## src/rtl/bcl_pkg.sv

```systemverilog
// Shared types for the boot configuration loader.
package bcl_pkg;
    // Bus-level operations issued by the sequencer to the bit engine.
    typedef enum logic [1:0] {
        OP_START = 2'd0,
        OP_STOP  = 2'd1,
        OP_WRITE = 2'd2,
        OP_READ  = 2'd3
    } bus_op_e;

    // Sequencer states.
    typedef enum logic [1:0] {
        SQ_BOOT  = 2'd0,
        SQ_ISSUE = 2'd1,
        SQ_WAIT  = 2'd2,
        SQ_IDLE  = 2'd3
    } seq_st_e;
endpackage

```

## src/rtl/bcl_strap_capture.sv

```systemverilog
// Strap sampler: follows the pins on every edge while reset is low and
// freezes on release. Assumes the pins are settled at the last reset edge.
module bcl_strap_capture #(
    parameter int N = 2
) (
    input  logic         clk,
    input  logic         rst_n,
    input  logic [N-1:0] pins,
    output logic [N-1:0] q
);
    // Track pins during reset, hold afterwards.
    always_ff @(posedge clk) begin
        if (!rst_n) q <= pins;
    end
endmodule

```

## src/rtl/bcl_qtick.sv

```systemverilog
// Quarter-bit timer: pulses tick every QTR clocks while run is high.
// Assumes QTR >= 1; the count restarts whenever run drops.
module bcl_qtick #(
    parameter int QTR = 250
) (
    input  logic clk,
    input  logic rst_n,
    input  logic run,
    output logic tick
);
    localparam int W = (QTR > 1) ? $clog2(QTR) : 1;

    logic [W-1:0] cnt;

    assign tick = run && (cnt == W'(QTR - 1));

    // Count clocks within one quarter of an SCL period.
    always_ff @(posedge clk) begin
        if (!rst_n || !run) cnt <= '0;
        else if (tick)      cnt <= '0;
        else                cnt <= cnt + 1'b1;
    end
endmodule

```

## src/rtl/bcl_bit_engine.sv

```systemverilog
// I2C bit engine: runs one START, STOP, byte write or byte read per command.
// Each bit takes four quarter phases: SCL low (hold), SCL low (SDA set),
// SCL high, SCL high (SDA sampled on entry). START and STOP reuse the
// same frame and move SDA in the fourth phase. No clock stretching.
module bcl_bit_engine
    import bcl_pkg::*;
#(
    parameter int QTR = 250
) (
    input  logic       clk,
    input  logic       rst_n,
    input  logic       cmd_valid,
    input  bus_op_e    cmd_op,
    input  logic [7:0] cmd_wdata,
    input  logic       cmd_mack,
    output logic       cmd_ready,
    output logic       cmd_done,
    output logic [7:0] rx_byte,
    output logic       rx_ack,
    output logic       scl_oe,
    output logic       sda_oe,
    input  logic       sda_in
);
    logic       active;
    logic [1:0] phase;
    logic [3:0] bitn;
    bus_op_e    op;
    logic [8:0] sh;
    logic [8:0] rx;
    logic       tick;

    bcl_qtick #(.QTR(QTR)) u_qtick (
        .clk  (clk),
        .rst_n(rst_n),
        .run  (active),
        .tick (tick)
    );

    assign cmd_ready = !active;
    assign rx_byte   = rx[8:1];
    assign rx_ack    = !rx[0];

    // Accept a command, then step the phases and shift bits on each tick.
    always_ff @(posedge clk) begin
        if (!rst_n) begin
            active   <= 1'b0;
            phase    <= 2'd0;
            bitn     <= 4'd0;
            op       <= OP_START;
            sh       <= '1;
            rx       <= '0;
            scl_oe   <= 1'b0;
            sda_oe   <= 1'b0;
            cmd_done <= 1'b0;
        end else begin
            cmd_done <= 1'b0;
            if (!active) begin
                if (cmd_valid) begin
                    active <= 1'b1;
                    op     <= cmd_op;
                    phase  <= 2'd0;
                    scl_oe <= 1'b1;
                    rx     <= '0;
                    bitn   <= (cmd_op == OP_WRITE || cmd_op == OP_READ) ? 4'd8 : 4'd0;
                    sh     <= (cmd_op == OP_WRITE) ? {cmd_wdata, 1'b1} : {8'hFF, !cmd_mack};
                end
            end else if (tick) begin
                phase <= phase + 2'd1;
                unique case (phase)
                    2'd0: begin
                        unique case (op)
                            OP_START: sda_oe <= 1'b0;
                            OP_STOP:  sda_oe <= 1'b1;
                            default:  sda_oe <= !sh[8];
                        endcase
                    end
                    2'd1: scl_oe <= 1'b0;
                    2'd2: begin
                        unique case (op)
                            OP_START: sda_oe <= 1'b1;
                            OP_STOP:  sda_oe <= 1'b0;
                            default:  rx     <= {rx[7:0], sda_in};
                        endcase
                    end
                    2'd3: begin
                        if (bitn != 4'd0) begin
                            bitn   <= bitn - 4'd1;
                            sh     <= {sh[7:0], 1'b1};
                            scl_oe <= 1'b1;
                        end else begin
                            active   <= 1'b0;
                            cmd_done <= 1'b1;
                        end
                    end
                endcase
            end
        end
    end
endmodule

```

## src/rtl/boot_cfg_loader.sv

```systemverilog
// Boot configuration loader: captures straps during reset, then either
// loads defaults or reads a serial memory over I2C to fill two words.
// Assumes a single master on the bus and a memory that never stretches SCL.
module boot_cfg_loader
    import bcl_pkg::*;
#(
    parameter int                      CLK_HZ    = 100_000_000,
    parameter int                      SCL_HZ    = 100_000,
    parameter logic [6:0]              ADDR_SEL0 = 7'h54,
    parameter logic [6:0]              ADDR_SEL1 = 7'h50,
    parameter int                      RD_BYTES  = 16,
    parameter int                      CFG_BYTES = 4,
    parameter logic [8*CFG_BYTES-1:0]  DFLT0     = 32'h0000_0000,
    parameter logic [8*CFG_BYTES-1:0]  DFLT1     = 32'h0000_0000
) (
    input  logic                     clk,
    input  logic                     rst_n,
    input  logic                     strap_boot_n,
    input  logic                     strap_addr_sel,
    output logic                     scl_oe,
    output logic                     sda_oe,
    input  logic                     sda_in,
    output logic [8*CFG_BYTES-1:0]   cfg_word0,
    output logic [8*CFG_BYTES-1:0]   cfg_word1,
    output logic                     cfg_done,
    output logic                     cfg_err
);
    localparam int CFG_W     = 8 * CFG_BYTES;
    localparam int QTR       = CLK_HZ / (4 * SCL_HZ);
    localparam int ST_RD0_I  = 5;
    localparam int ST_STOP_I = ST_RD0_I + RD_BYTES;
    localparam int SW        = $clog2(ST_STOP_I + 1);
    localparam logic [SW-1:0] ST_START1 = SW'(0);
    localparam logic [SW-1:0] ST_AW     = SW'(1);
    localparam logic [SW-1:0] ST_WA     = SW'(2);
    localparam logic [SW-1:0] ST_START2 = SW'(3);
    localparam logic [SW-1:0] ST_AR     = SW'(4);
    localparam logic [SW-1:0] ST_RDL    = SW'(ST_STOP_I - 1);
    localparam logic [SW-1:0] ST_STOP   = SW'(ST_STOP_I);

    logic [1:0]      straps_q;
    logic [6:0]      dev;
    seq_st_e         st;
    logic [SW-1:0]   step;
    bus_op_e         op;
    logic [7:0]      wdata;
    logic            mack;
    logic            cmd_valid, cmd_ready, cmd_done;
    logic [7:0]      rx_byte;
    logic            rx_ack;
    logic            hdr_step;
    int              rd_idx;
    logic [CFG_W-1:0] acc0, acc1;

    bcl_strap_capture #(.N(2)) u_strap (
        .clk  (clk),
        .rst_n(rst_n),
        .pins ({strap_boot_n, strap_addr_sel}),
        .q    (straps_q)
    );

    bcl_bit_engine #(.QTR(QTR)) u_eng (
        .clk      (clk),
        .rst_n    (rst_n),
        .cmd_valid(cmd_valid),
        .cmd_op   (op),
        .cmd_wdata(wdata),
        .cmd_mack (mack),
        .cmd_ready(cmd_ready),
        .cmd_done (cmd_done),
        .rx_byte  (rx_byte),
        .rx_ack   (rx_ack),
        .scl_oe   (scl_oe),
        .sda_oe   (sda_oe),
        .sda_in   (sda_in)
    );

    assign dev       = straps_q[0] ? ADDR_SEL1 : ADDR_SEL0;
    assign cmd_valid = (st == SQ_ISSUE);
    assign hdr_step  = (step == ST_AW) || (step == ST_WA) || (step == ST_AR);

    // Map the current step to a bus operation and its operand.
    always_comb begin
        rd_idx = int'(step) - ST_RD0_I;
        mack   = (step != ST_RDL);
        if (step == ST_START1 || step == ST_START2) op = OP_START;
        else if (step == ST_STOP)                   op = OP_STOP;
        else if (step < SW'(ST_RD0_I))              op = OP_WRITE;
        else                                        op = OP_READ;
        if (step == ST_AW)      wdata = {dev, 1'b0};
        else if (step == ST_AR) wdata = {dev, 1'b1};
        else                    wdata = 8'h00;
    end

    // Walk the load sequence, gather bytes and publish the words.
    always_ff @(posedge clk) begin
        if (!rst_n) begin
            st        <= SQ_BOOT;
            step      <= ST_START1;
            cfg_err   <= 1'b0;
            cfg_done  <= 1'b0;
            acc0      <= '0;
            acc1      <= '0;
            cfg_word0 <= '0;
            cfg_word1 <= '0;
        end else begin
            cfg_done <= 1'b0;
            unique case (st)
                SQ_BOOT: begin
                    if (straps_q[1]) begin
                        cfg_word0 <= DFLT0;
                        cfg_word1 <= DFLT1;
                        cfg_done  <= 1'b1;
                        st        <= SQ_IDLE;
                    end else begin
                        st <= SQ_ISSUE;
                    end
                end
                SQ_ISSUE: if (cmd_ready) st <= SQ_WAIT;
                SQ_WAIT: begin
                    if (cmd_done) begin
                        st   <= SQ_ISSUE;
                        step <= step + 1'b1;
                        if (hdr_step && !rx_ack) begin
                            cfg_err <= 1'b1;
                            step    <= ST_STOP;
                        end
                        if (op == OP_READ) begin
                            if (rd_idx < CFG_BYTES)
                                acc0 <= {acc0[CFG_W-9:0], rx_byte};
                            else if (rd_idx < 2 * CFG_BYTES)
                                acc1 <= {acc1[CFG_W-9:0], rx_byte};
                        end
                        if (step == ST_STOP) begin
                            st        <= SQ_IDLE;
                            cfg_done  <= 1'b1;
                            cfg_word0 <= cfg_err ? DFLT0 : acc0;
                            cfg_word1 <= cfg_err ? DFLT1 : acc1;
                        end
                    end
                end
                default: ;
            endcase
        end
    end
endmodule

```

## config.mk

```make
export PLATFORM = sky130hd
export DESIGN_NAME = boot_cfg_loader
export DESIGN_NICKNAME = d
export VERILOG_FILES = /design/src/rtl/bcl_pkg.sv /design/src/rtl/bcl_strap_capture.sv /design/src/rtl/bcl_qtick.sv /design/src/rtl/bcl_bit_engine.sv /design/src/rtl/boot_cfg_loader.sv
export SDC_FILE = /design/constraint.sdc
export NUM_CORES = 1
export LEC_CHECK = 0
export BUFFER_PORTS_ARGS = -buffer_cell sky130_fd_sc_hd__buf_2
export CAP_MARGIN = 20
export CELL_PAD_IN_SITES_DETAIL_PLACEMENT = 0
export CELL_PAD_IN_SITES_GLOBAL_PLACEMENT = 1
export CORE_UTILIZATION = 48
export CTS_CLUSTER_SIZE = 8
export DETAILED_ROUTE_END_ITERATION = 10
export PLACE_DENSITY_LB_ADDON = 0.1
export REMOVE_ABC_BUFFERS = 1
export SETUP_SLACK_MARGIN = 0.5
export SYNTH_ARGS = -nofsm -noshare
export SYNTH_HDL_FRONTEND = slang
export SYNTH_SLANG_ARGS = --single-unit
```

## constraint.sdc

```tcl
create_clock -name clk -period 4.45 [get_ports clk]
set_input_delay 0.89 -clock clk [delete_from_list [all_inputs] [get_ports clk]]
set_output_delay 0.89 -clock clk [all_outputs]
set_load 0.05 [all_outputs]
```

# After elaboration in Yosys (flattened, before gate mapping)
# Index checks and enable logic that the tools add are counted.
# W data, S select, Z words.
classes:
  add_sub_neg: 5
  multipliers: 0
  div_mod_pow: 0
  order_cmp: 3
  eq_ne: 27
  n_shift: 0
  muxes: 59
  bitwise_logic: 2
  reduce_logical: 35
ops:
  columns: ["op", "count"]
  rows:
  - ["$mux W32", 7]
  - ["$pmux W32 S2", 2]
  - ["$mux W9", 11]
  - ["$reduce_and A4 Y1", 7]
  - ["$mux W4", 6]
  - ["$mux W2", 9]
  - ["$mux W8", 2]
  - ["$mux W1", 14]
  - ["$ne A2 B2 Y1 const B", 7]
  - ["$eq A2 B2 Y1 const B", 5]
  - ["$eq A5 B2 Y1 const B", 2]
  - ["$pmux W1 S2", 5]
  - ["$add A8 B1 Y8 const B", 1]
  - ["$eq A8 B8 Y1 const B", 1]
  - ["$eq A2 B1 Y1 const B", 3]
  - ["$logic_not A2 Y1", 3]
  - ["$lt A6 B4 Y1 const B", 1]
  - ["$lt A6 B5 Y1 const B", 1]
  - ["$ne A3 B3 Y1 const B", 2]
  - ["$pmux W2 S3", 1]
  - ["$reduce_and A2 Y1", 3]
  - ["$reduce_and A3 Y1", 2]
  - ["$reduce_bool A2 Y1", 3]
  - ["$sub A5 B3 Y6 const B", 1]
  - ["21 further kinds", 32]
word_totals:
  regBits: 177
  latchBits: 0
  ramBits: 0
  romBits: 0
  output_inout_bits: 68
  word_cells: 150
  memories: 0

# Depth between registers and ports, before layout
# Gate-level depths: netlist of the first run.
depth:
  ltp_word: 9
  depth_mapped: 9
  ltp_nobuf: 7

# By module
# A second synthesis of the first run with hierarchy kept.
hier_totals:
  cells_unflattened: 826
  area_unflattened_um2: 7646.1
modules_own_cells:
  columns: ["module", "instances", "cells_per_inst", "area_each_um2", "seq_area_each_um2"]
  rows:
  - ["boot_cfg_loader", 1, 592, 5487.8, 2742.6]
  - ["bcl_bit_engine", 1, 193, 1739.2, 600.6]
  - ["bcl_qtick", 1, 38, 355.3, 160.2]
  - ["bcl_strap_capture", 1, 3, 63.8, 60.1]

# Worst setup path before layout of the first run
# No wires, ideal clock.
synth_timing:
  path_type: "input-to-reg"
  startpoint: "input port rst_n"
  endpoint: "register u_eng.sh[0]"
  setup_ps: 152
  arrival_time_ps: 1862
  path_slack_ps: 2436
  path_stages: 4
  n_path_buf: 3
  path_cell_list: "clkbuf_1 -> buf_1 -> clkbuf_1 -> o311ai_0"
synth_rtl:
  columns: ["element", "line_no", "source"]
  rows:
  - ["from (decl)", "boot_cfg_loader.sv:17", "input logic rst_n,"]
  - ["to (signal assigned)", "bcl_bit_engine.sv:65", "sh <= (cmd_op == OP_WRITE) ? {cmd_wdata, 1'b1} : {8'hFF, !cmd_mack};"]
  - ["to (signal assigned)", "bcl_bit_engine.sv:88", "sh <= {sh[7:0], 1'b1};"]
  - ["to (decl)", "bcl_bit_engine.sv:28", "logic [8:0] sh;"]
# No word-level cell between the ends.

# Worst setup path in the final report of the first run
layout_timing:
  startpoint: "register step[0]"
  endpoint: "register acc1[12]"
layout_via:
  elab_chain_cells: 6
  word_cells_on_any_way: 14
  classes_between: "add/sub (1); order compare (3); eq/ne (3); mux (3); bitwise (1); reduce/logical (3)"
layout_lines:
  columns: ["element", "line_no", "source"]
  rows:
  - ["from (decl)", "boot_cfg_loader.sv:44", "logic [SW-1:0] step;"]
  - ["from (signal assigned)", "boot_cfg_loader.sv:123", "step <= step + 1'b1;"]
  - ["branches (longest 5 deep; another with $sub A5 B3 Y6)", null, null]
  - ["$reduce_and A5 Y1 (no source line) (*)", null, null]
  - ["to (signal assigned)", "boot_cfg_loader.sv:132", "acc1 <= {acc1[CFG_W-9:0], rx_byte};"]
  - ["to (decl)", "boot_cfg_loader.sv:53", "logic [CFG_W-1:0] acc0, acc1;"]
# Mark *: on every way between the ends.
# A chain may end at the register's enable or synchronous reset.

==> impl_results.md, run 1 <==
* IO Count at 73
* Setup-failing EPs final at 0
* Final min period at 2.590 ns
* Max VDD drop at 0.0002707 V
* Clock Tree Buf Depth at 2
* RSZ-0062 raised after global routing: false
* Total power at 0.003581 W
* Initial antenna violation count at 0
* Layout cells sized above 1 at a little over an eighth
* Post-synthesis adder-cell area fraction at 3.008%
* Synth cell types at 54
* Final number of hold-violating endpoints at 0
* Cells after Synth at 792
* Clock power frac at roughly 37%
* Post-synthesis mux area share at 9.202%
* Worst-margin pin slew at between 0.8 and 0.9 ns
* CTS tree: yes
* Simple-Gate Fraction of Synth Area at 20.99%
* Final net count at approximately 860
* PwrDens at 449.8 nW/um^2
* Area growth syn-to-layout at 12.60%
* Final Max Slew Viols at 0
* #FFs+latches synth at 177
* Overall die width at 123.4 um
* Post-cts resize count at 0
* Comb power frac at 16.4%
* Vias per inst at 5.356
* Clock slew at reported path FFs at about 0.06 ns
* CP required at 4.79 ns
* Fmax at 0.3861 GHz
* DRT antenna net count at 0
* Worst R2R Setup Slack at 1.86 ns
* Setup TNS at 0 ns
* Worst Clk Skew at 0.005488 ns
* Slew headroom at between 40% and 50%
* Starting Density at around 50%
* Total core area at 14150 sq um
* # Post-CTS Setup Buffers at 0
* Post-synth ARST share at 0%
* Synth Area per Inst at approximately 8.9 sq um
* Post-synth EDFFs at 2
* # diodes at 0
* GRT Util Overall at between 20% and 30%
* Sw Pwr at 0.001082 W
* Syn Std Cell Area at 7071 sq um
* Hold Crit Depth at 2
* Clock Latency Late Sink at 0.42 ns
* Synth warn at 0
* Sw Ratio at 30.21%
* Total CTS buffers at 17
* First-pass GRT wire length at 24.26 mm
* Crit path capture type: flop
* Crit path kind: reg -> reg
* Die area at about 15000 sq um
* Clk sink count at roughly 180
* Die height at 123.4 um
* CTS Hold Bufs at 0
* Min-Delay Path Class: reg -> reg
* Synth Area in Compound Gates at roughly a tenth
* Leak at 2.868 nW
* Placer Congestion at 0.7948
* Vias in the first global route at 5315
* Crit-path max FO at 28
* Sequential Power Share at 46.9%
* Remaining Overflow, GRT at 0
* CTS Root Cell: clkbuf_16
* IO buf count at 72
* Num rows at 43
* Count leader, synth: dfxtp_1
* H-tree depth at 4
* Internal cell power at 0.002499 W
* Iteration count of the initial detailed-routing pass at 5
* DRT Wirelength at 14.25 mm
* Sequential share of the synthesized area at 50.40%
* Critical Path AT at 2.93 ns
* Most area-hungry cell type in the Yosys netlist: dfxtp_1
* Per-cell routed wire length at 13.87 um
* Iteration-0 DRC Markers at ~230
* Max Cap Viol at 0
* DP HPWL at roughly 9.3 mm
* Synth cell count leaders: 175 x dfxtp_1, 169 x nand2_1, 88 x a21oi_1
* Most used DFF post-synth: dfxtp_1
* Largest family of logic cells by synthesized area: simple AND/OR/NAND/NOR gates
* DRC Markers at 0
* CP Launch Type: flop
* Outcome: complete, no violations
* Synth top area share at 49.55%
* R2R cell count at 8
* Pin count of the biggest net entering global routing at 81
* Top cells by area, synth: dfxtp_1 50%, mux2i_1 9.2%, nand2_1 9.0%
* Via count at 5501
* Post-Synth XOR/XNOR Area at less than 1%
* Final period util at 58.20%
==> per-layer routing <==
metal / global-route usage (%) / vias up / part of all wire [%]
li1: - / 2802 / -
met1: 24.14 / 2604 / 47
met2: 35.54 / 85 / 49
met3: 4.889 / 10 / 3.3
met4: 6.401 / 0 / 0.88
met5: 0 / - / 0
==> placed cells by master, fill, tap and decap left out, drive strengths merged, types with 2 or more instances in the layout <==
cell,synthesis,layout
a211oi,3,3
a21oi,88,88
a31oi,7,7
and2,2,2
buf,24,79
clkbuf,32,26
clkinv,0,6
dfxtp,175,175
edfxtp,2,2
ha,17,17
inv,16,15
mux2i,65,65
nand2,170,170
nand2b,4,4
nand3,73,73
nand3b,11,11
nand4,3,3
nor2,28,28
nor3,15,15
nor3b,2,2
nor4,3,3
o2111ai,3,3
o211ai,2,2
o21a,2,2
o21ai,11,11
o31ai,3,3
or3,5,5
xnor2,3,3
xor2,5,5
==> critical path: stages (launching register included) <==
cell and delay, ns:
dfxtp_1 0.42, inv_1 0.14, ha_1 0.26, o211ai_1 0.14, xor2_1 0.17, nand4_1 0.20, nor3b_2 0.43, buf_4 0.49
mux2i_1 0.25
==> worst paths after layout <==
kind / start / to
min: cfg_word0[18] / cfg_word0[18]
max reg2reg: step[0] / acc1[12]
min reg2reg: cfg_word0[18] / cfg_word0[18]
max: step[0] / acc1[12]
==> sequential cells by signal, indices dropped and copies added (netlist names), 2 cells and up <==
name               cells
acc0                  32
acc1                  32
cfg_word0             32
cfg_word1             32
u_eng.rx               9
u_eng.sh               9
u_eng.u_qtick.cnt      8
step                   5
u_eng.bitn             4
st                     2
u_eng.op               2
u_eng.phase            2
u_strap.q              2
==> layout make-up <==
class                      instances  area [sq um]
tap                              180         225.2
inverter                          16         61.31
fill                            1334          6188
clock buffer                      26         479.2
multi-input combinational        543          3174
clock inverter                     6         32.53
timing repair buffer              79         425.4
sequential                       177          3563
==> logic make-up (layout without fill, tap and decap cells) <==
family	count (synthesis)	in the layout
and+or+nand+nor	323	323
DFF	177	177
AOI/OAI and AO/OA	130	130
buffers and inverters	72	127
muxes	65	65
adders and majority gates	17	17
xor gates and xnor gates	8	8
==> metrics by stage <==
| step | worst slack (ns) | cells | instance area (sq um) | hold slack (ns) | util [%] |
|---|---|---|---|---|---|
| final | 1.860 | 1027 | 7961 | 0.4441 | 56.26 |
| after global routing | 1.584 | 1027 | 7961 | 0.4634 | 56.26 |
| after CTS | 1.846 | 1027 | 7961 | 0.4482 | 56.26 |
| after detailed placement | 1.848 | 995 | 7450 | 0.4397 | 52.65 |
| after global placement | 1.840 | 994 | 7430 | 0.4350 | 52.51 |
| after floorplan | -0.6307 | 736 | 6782 | 0.4350 | - |
==> power groups by stage <==
stage          Combinational [W]  Clock [W]  Sequential (W)
2_1_floorplan           0.000358          0         0.00172
3_3_place_gp            0.000561          0         0.00171
3_5_place_dp            0.000596          0         0.00171
4_1_cts                 0.000598    0.00135         0.00168
5_1_grt                 0.000666    0.00142         0.00168
6_report                0.000586    0.00132         0.00168
(Power assumes the default switching activity.)
==> inputs of run 2 (changes only) <==
--- a/config.mk
+++ b/config.mk
@@ -9,7 +9,7 @@
 export CAP_MARGIN = 20
 export CELL_PAD_IN_SITES_DETAIL_PLACEMENT = 0
 export CELL_PAD_IN_SITES_GLOBAL_PLACEMENT = 1
-export CORE_UTILIZATION = 48
+export CORE_UTILIZATION = 40
 export CTS_CLUSTER_SIZE = 8
 export DETAILED_ROUTE_END_ITERATION = 10
 export PLACE_DENSITY_LB_ADDON = 0.1
==> constraint.sdc (replaced) <==
create_clock -name clk -period 2.27 [get_ports clk]
set_input_delay 0.454 -clock clk [delete_from_list [all_inputs] [get_ports clk]]
set_output_delay 0.454 -clock clk [all_outputs]
set_load 0.05 [all_outputs]
==> impl_results.md, run 2 (synthesis results as in run 1) <==
* Outcome: complete, no violations
* Comb power frac at approximately 40%
* Pin count of the biggest net entering global routing at 66
* Placed instance count at 1053
* CTS Root Cell: clkbuf_16
* Num rows at 48
* Clk sink count at 177
* Critical R2R Launch: step[0]
* Post-route insts no fill at 1157
* Via count at 6116
* Remaining Overflow, GRT at 0
* Overall die width at about 130 um
* Clock power frac at 28.5%
* Reg-to-reg endpoint: acc1[3]
* Placer Congestion at between 0.7 and 0.8
* DRT antenna net count at 0
* Fmax at 0.4976 GHz
* Critical path launch point: step[0]
* Worst-margin pin slew at between 0.5 and 0.6 ns
* Min-Delay Path Class: in -> reg
* Setup TNS at 0 ns
* Final number of hold-violating endpoints at 0
* Hold WS at a little under 0.2 ns
* Setup-failing EPs final at 0
* Max VDD drop at 0.0005741 V
* Sw Pwr at between 0.003 and 0.004 W
* Crit path capture type: flop
* Slew headroom at a little under two thirds
* Die height at 135.0 um
* Iteration count of the initial detailed-routing pass at 4
* Clock Latency Late Sink at 0.43 ns
* GRT Util Overall at 21.27%
* Layout cells sized above 1 at a little over two fifths
* CTS tree: yes
* Final net count at 945
* Initial antenna violation count at 0
* CP Launch Type: flop
* # diodes at 0
* Total core area at 17300 sq um
* Area growth syn-to-layout at 50.20%
* Clock slew at reported path FFs at about 0.070 ns
* Leak at a little under 4 nW
* RSZ-0062 raised after global routing: true
* Final min period at 2.010 ns
* H-tree depth at 4
* Crit-path max FO at 8
* Die area at 18210 sq um
* Worst R2R Setup Slack at between 0.2 and 0.3 ns
* Clock Tree Buf Depth at 2
* Vias in the first global route at 5814
* IO Count at 73
* Starting Density at 40.88%
* Commonest cells after routing, fill and taps aside: 167 x dfxtp_1, 115 x nand2_1, 72 x buf_2
* Crit path kind: reg -> reg
* Vias per inst at 5.286
* First-pass GRT wire length at 29.81 mm
* Per-cell routed wire length at 17.19 um
* CP required at 2.62 ns
* Crit path to: acc1[3]
* DRC Markers at 0
* Sequential Power Share at around 31%
* IO buf count at 72
* Final period util at 88.53%
* Iteration-0 DRC Markers at 286
* Total CTS buffers at 17
* R2R cell count at 10
* DRT Wirelength at 19.89 mm
* Most common cell after layout, fill and taps aside: dfxtp_1
* PwrDens at 998.6 nW/um^2
* Critical Path AT at 2.36 ns
* Max Cap Viol at 0
* Final Max Slew Viols at 0
* Sw Ratio at 32.78%
* DP HPWL at 9.875 mm
* Worst Clk Skew at 0.01006 ns
* Internal cell power at 0.007129 W
==> run 2: changes by cell type in the layout (fill, tap and decap cells not counted), moves of 20 or more <==
cell | before | now
nand2_4 | 1 | 50
nand3_1 | 73 | 33
a21oi_1 | 88 | 29
nand2_1 | 168 | 115
buf_12 | 1 | 21
buf_4 | 6 | 39
nand3_2 | 0 | 27
a21oi_2 | 0 | 59
==> run 2: repair_timing <==
item,4_1_cts,5_1_grt
hold buffers,0,0
gates cloned,19,2
pin swaps,75,83
resized for setup,146,180
setup buffers,39,16
setup endpoints to repair,150,159
==> run 2: area by class of cell <==
cell class	instances	area (sq um)
fill	1404	6676
clock buffer	20	467.9
sequential	177	3581
clock inverter	8	128.9
tap	225	281.5
inverter	16	65.06
timing repair buffer	167	1783
multi-input combinational	544	4313
==> run 2: worst min path at each step <==
stage / endpoint / slack [ns] / cells after the start / from
4_1_cts: u_strap.q[1] / 0.19 / 1 / strap_boot_n
5_1_grt: u_strap.q[0] / 0.18 / 1 / strap_addr_sel
6_report: u_strap.q[1] / 0.20 / 1 / strap_boot_n
3_3_place_gp: cfg_word0[19] / 0.44 / 2 / cfg_word0[19]
2_1_floorplan: acc0[24] / 0.43 / 2 / acc0[24]
3_5_place_dp: cfg_word1[16] / 0.44 / 2 / cfg_word1[16]
==> run 2: through the flow <==
stage	utilization [%]	area [sq um]	setup slack, ns	power (W)
after floorplan	-	6782	-2.811	0.004067
after global placement	44.17	7640	0.1013	0.004614
after detailed placement	44.17	7640	0.04984	0.004632
after CTS	55.63	9622	0.3149	0.009817
after global routing	61.40	10620	0.1377	0.01096
final	61.40	10620	0.2604	0.01061
==> run 2: worst max-delay path, stage by stage (launching register included) <==
cell	delay [ns]
dfxtp_4	0.40
inv_4	0.06
ha_4	0.16
o211ai_1	0.11
xor2_1	0.17
nand4_1	0.14
buf_4	0.17
nor3b_4	0.21
buf_6	0.16
buf_12	0.14
mux2i_1	0.21
==> run 2: layer usage <==
layer  vias up  routed length (um)  global-route usage, %  part of all wire (%)
li1       3006                   -                      -                     -
met5         -                   0                      0                     0
met3        26                 696                  4.204                   3.5
met1      2996                8786                  26.57                    44
met4         0                 412                  7.865                   2.1
met2        88                9994                  36.20                    50
==> run 2: power groups by stage <==
stage | Clock, W | Combinational, W | Sequential, W
3_3_place_gp | 0 | 0.00128 | 0.00333
2_1_floorplan | 0 | 0.000702 | 0.00337
4_1_cts | 0.00307 | 0.00348 | 0.00326
3_5_place_dp | 0 | 0.00130 | 0.00333
6_report | 0.00302 | 0.00432 | 0.00327
5_1_grt | 0.00319 | 0.00449 | 0.00328
==> inputs of run 3 (changes only) <==
--- a/config.mk
+++ b/config.mk
@@ -9,8 +9,7 @@
 export CAP_MARGIN = 20
 export CELL_PAD_IN_SITES_DETAIL_PLACEMENT = 0
 export CELL_PAD_IN_SITES_GLOBAL_PLACEMENT = 1
-export CORE_UTILIZATION = 40
-export CTS_CLUSTER_SIZE = 8
+export CORE_UTILIZATION = 48
 export DETAILED_ROUTE_END_ITERATION = 10
 export PLACE_DENSITY_LB_ADDON = 0.1
 export REMOVE_ABC_BUFFERS = 1
==> constraint.sdc (replaced) <==
create_clock -name clk -period 2.6 [get_ports clk]
set_input_delay 0.52 -clock clk [delete_from_list [all_inputs] [get_ports clk]]
set_output_delay 0.52 -clock clk [all_outputs]
set_load 0.05 [all_outputs]
==> impl_results.md, run 3 (synthesis results as in run 1) <==
* Outcome: complete, no violations
* Crit path max-delay family: simple AND/OR/NAND/NOR gates
* Final min period at between 1.5 and 2 ns
* Cell area after placement at ~7500 sq um
* Vias in the first global route at 5312
* DRC Markers at 0
* Crit path kind: reg -> reg
* Most common cell after layout, fill and taps aside: dfxtp_1
* DRT antenna net count at 0
* Iteration count of the initial detailed-routing pass at 4
* Worst-path cell chain: inv_1, ha_1, nor3b_1, or4b_4, nand2_4, o311a_1, o21a_1
* IO Count at 73
* Sequential Power Share at between 40% and 50%
* Total CTS buffers at 17
* CP Launch Type: flop
* Comb power frac at 18.2%
* Clock power frac at 40.1%
* CP required at 2.97 ns
* Final number of hold-violating endpoints at 0
* Fin worst setup slack at 0.6095 ns
* Post-route cell area at 8337 sq um
* Post-route insts no fill at 1040
* Final period util at 76.56%
* Crit path capture type: flop
* Max Cap Viol at 0
* Sw Ratio at 29.19%
* Num rows at 43
* Critical Path AT at approximately 2.4 ns
* Pin count of the biggest net entering global routing at 66
* CTS Root Cell: clkbuf_16
* Starting Density at 49.97%
* Clk sink count at about 180
* Slowest cell on crit path: or4b_4
* Per-cell routed wire length at 14.73 um
* Buf/Inv on CP at 1
* Via count at roughly 5600
* Sw Pwr at 0.001997 W
* Placer Congestion at 0.7604
* Setup-failing EPs final at 0
* Area growth syn-to-layout at 17.91%
* Vias per inst at 5.365
* Worst Clk Skew at between 0.007 and 0.008 ns
* Post-layout util at between 50% and 60%
* Worst-margin pin slew at 0.6677 ns
* H-tree depth at 4
* Die height at about 120 um
* Iteration-0 DRC Markers at 324
* Leak at 3.065 nW
* Overall die width at 123.4 um
* DRT Wirelength at 15.32 mm
* IO buf count at 72
* Die area at 15220 sq um
* Remaining Overflow, GRT at 0
* Commonest cells after routing, fill and taps aside: 172 x dfxtp_1, 168 x nand2_1, 88 x a21oi_1
* Clock slew at reported path FFs at 0.07 ns
* Initial antenna violation count at 0
* Clock Tree Buf Depth at 2
* Crit-path max FO at 14
* Dpl ws at around 0.31 ns
* First-pass GRT wire length at about 25 mm
* Critical Path Max Stage Delay at ~0.58 ns
* Filler cells at 1267
* PwrDens at 820.4 nW/um^2
* GRT Util Overall at between 20% and 30%
* # diodes at 0
* Max VDD drop at 0.0004851 V
* RSZ-0062 raised after global routing: true
* Hold WS at 0.2602 ns
* Fmax at approximately 0.5 GHz
* Placed instance count at 1001
* Layout cells sized above 1 at 16.86%
* CTS tree: yes
* Clock Latency Late Sink at 0.43 ns
* Slew headroom at 55.49%
* Final Max Slew Viols at 0
* Min-Delay Path Class: in -> reg
* Internal cell power at 0.004843 W
* Total core area at 14150 sq um
* Final net count at 869
* DP HPWL at 9.551 mm
run 3: changes by cell type in the layout (fill, tap and decap cells not counted), moves of 30 or more:
cell / change
a21oi_1: +59
nand3_1: +40
nand2_1: +53
buf_4: -30
nand2_4: -49
a21oi_2: -59
run 3: layout make-up:
cell class / count / area [sq um] / share of cell area (%)
tap: 180 / 225.2 / 2.701
inverter: 16 / 63.81 / 0.7654
clock inverter: 8 / 120.1 / 1.441
timing repair buffer: 92 / 626.9 / 7.519
clock buffer: 24 / 523.0 / 6.273
sequential: 177 / 3572 / 42.85
multi-input combinational: 543 / 3206 / 38.45
run 3: what timing repair did:
action | 4_1_cts | 5_1_grt
pin swaps | 2 | 2
cloned | 2 | 2
hold endpoints to repair | 0 | 0
gates resized for setup | 12 | 14
setup endpoints to repair | 57 | 119
hold buffers | 0 | 0
setup buffers | 2 | 1
run 3: stage by stage:
stage	setup TNS, ns	power, W
finish	0	0.006839
global route	0	0.007133
CTS	0	0.006727
detailed placement	0	0.003992
global placement	0	0.003951
floorplan	-110.40	0.003551
run 3: routing by layer:
layer  GRT usage [%]  up-vias  wire, um
met5               0        -         0
met4           9.337        0       333
met3           3.736       23       449
met2           34.53       85      7186
met1           26.54     2639      7348
li1                -     2833         -
run 3: final timing paths:
path | from | to | slack (ns) | cells past startpoint
worst max-delay path | u_eng.bitn[0] | u_eng.bitn[3] | 0.61 | 7
worst min-delay path | strap_addr_sel | u_strap.q[0] | 0.26 | 1
worst max register to register | u_eng.bitn[0] | u_eng.bitn[3] | 0.61 | 7
worst min register to register | cfg_word0[18] | cfg_word0[18] | 0.45 | 2
run 3: power by group through the flow:
stage                     clock [W]  sequential, W  combinational (W)
after floorplan                   0        0.00294           0.000613
after global placement            0        0.00291            0.00104
after detailed placement          0        0.00291            0.00108
after CTS                   0.00279        0.00285            0.00108
after global routing        0.00291        0.00286            0.00136
final                       0.00275        0.00285            0.00124
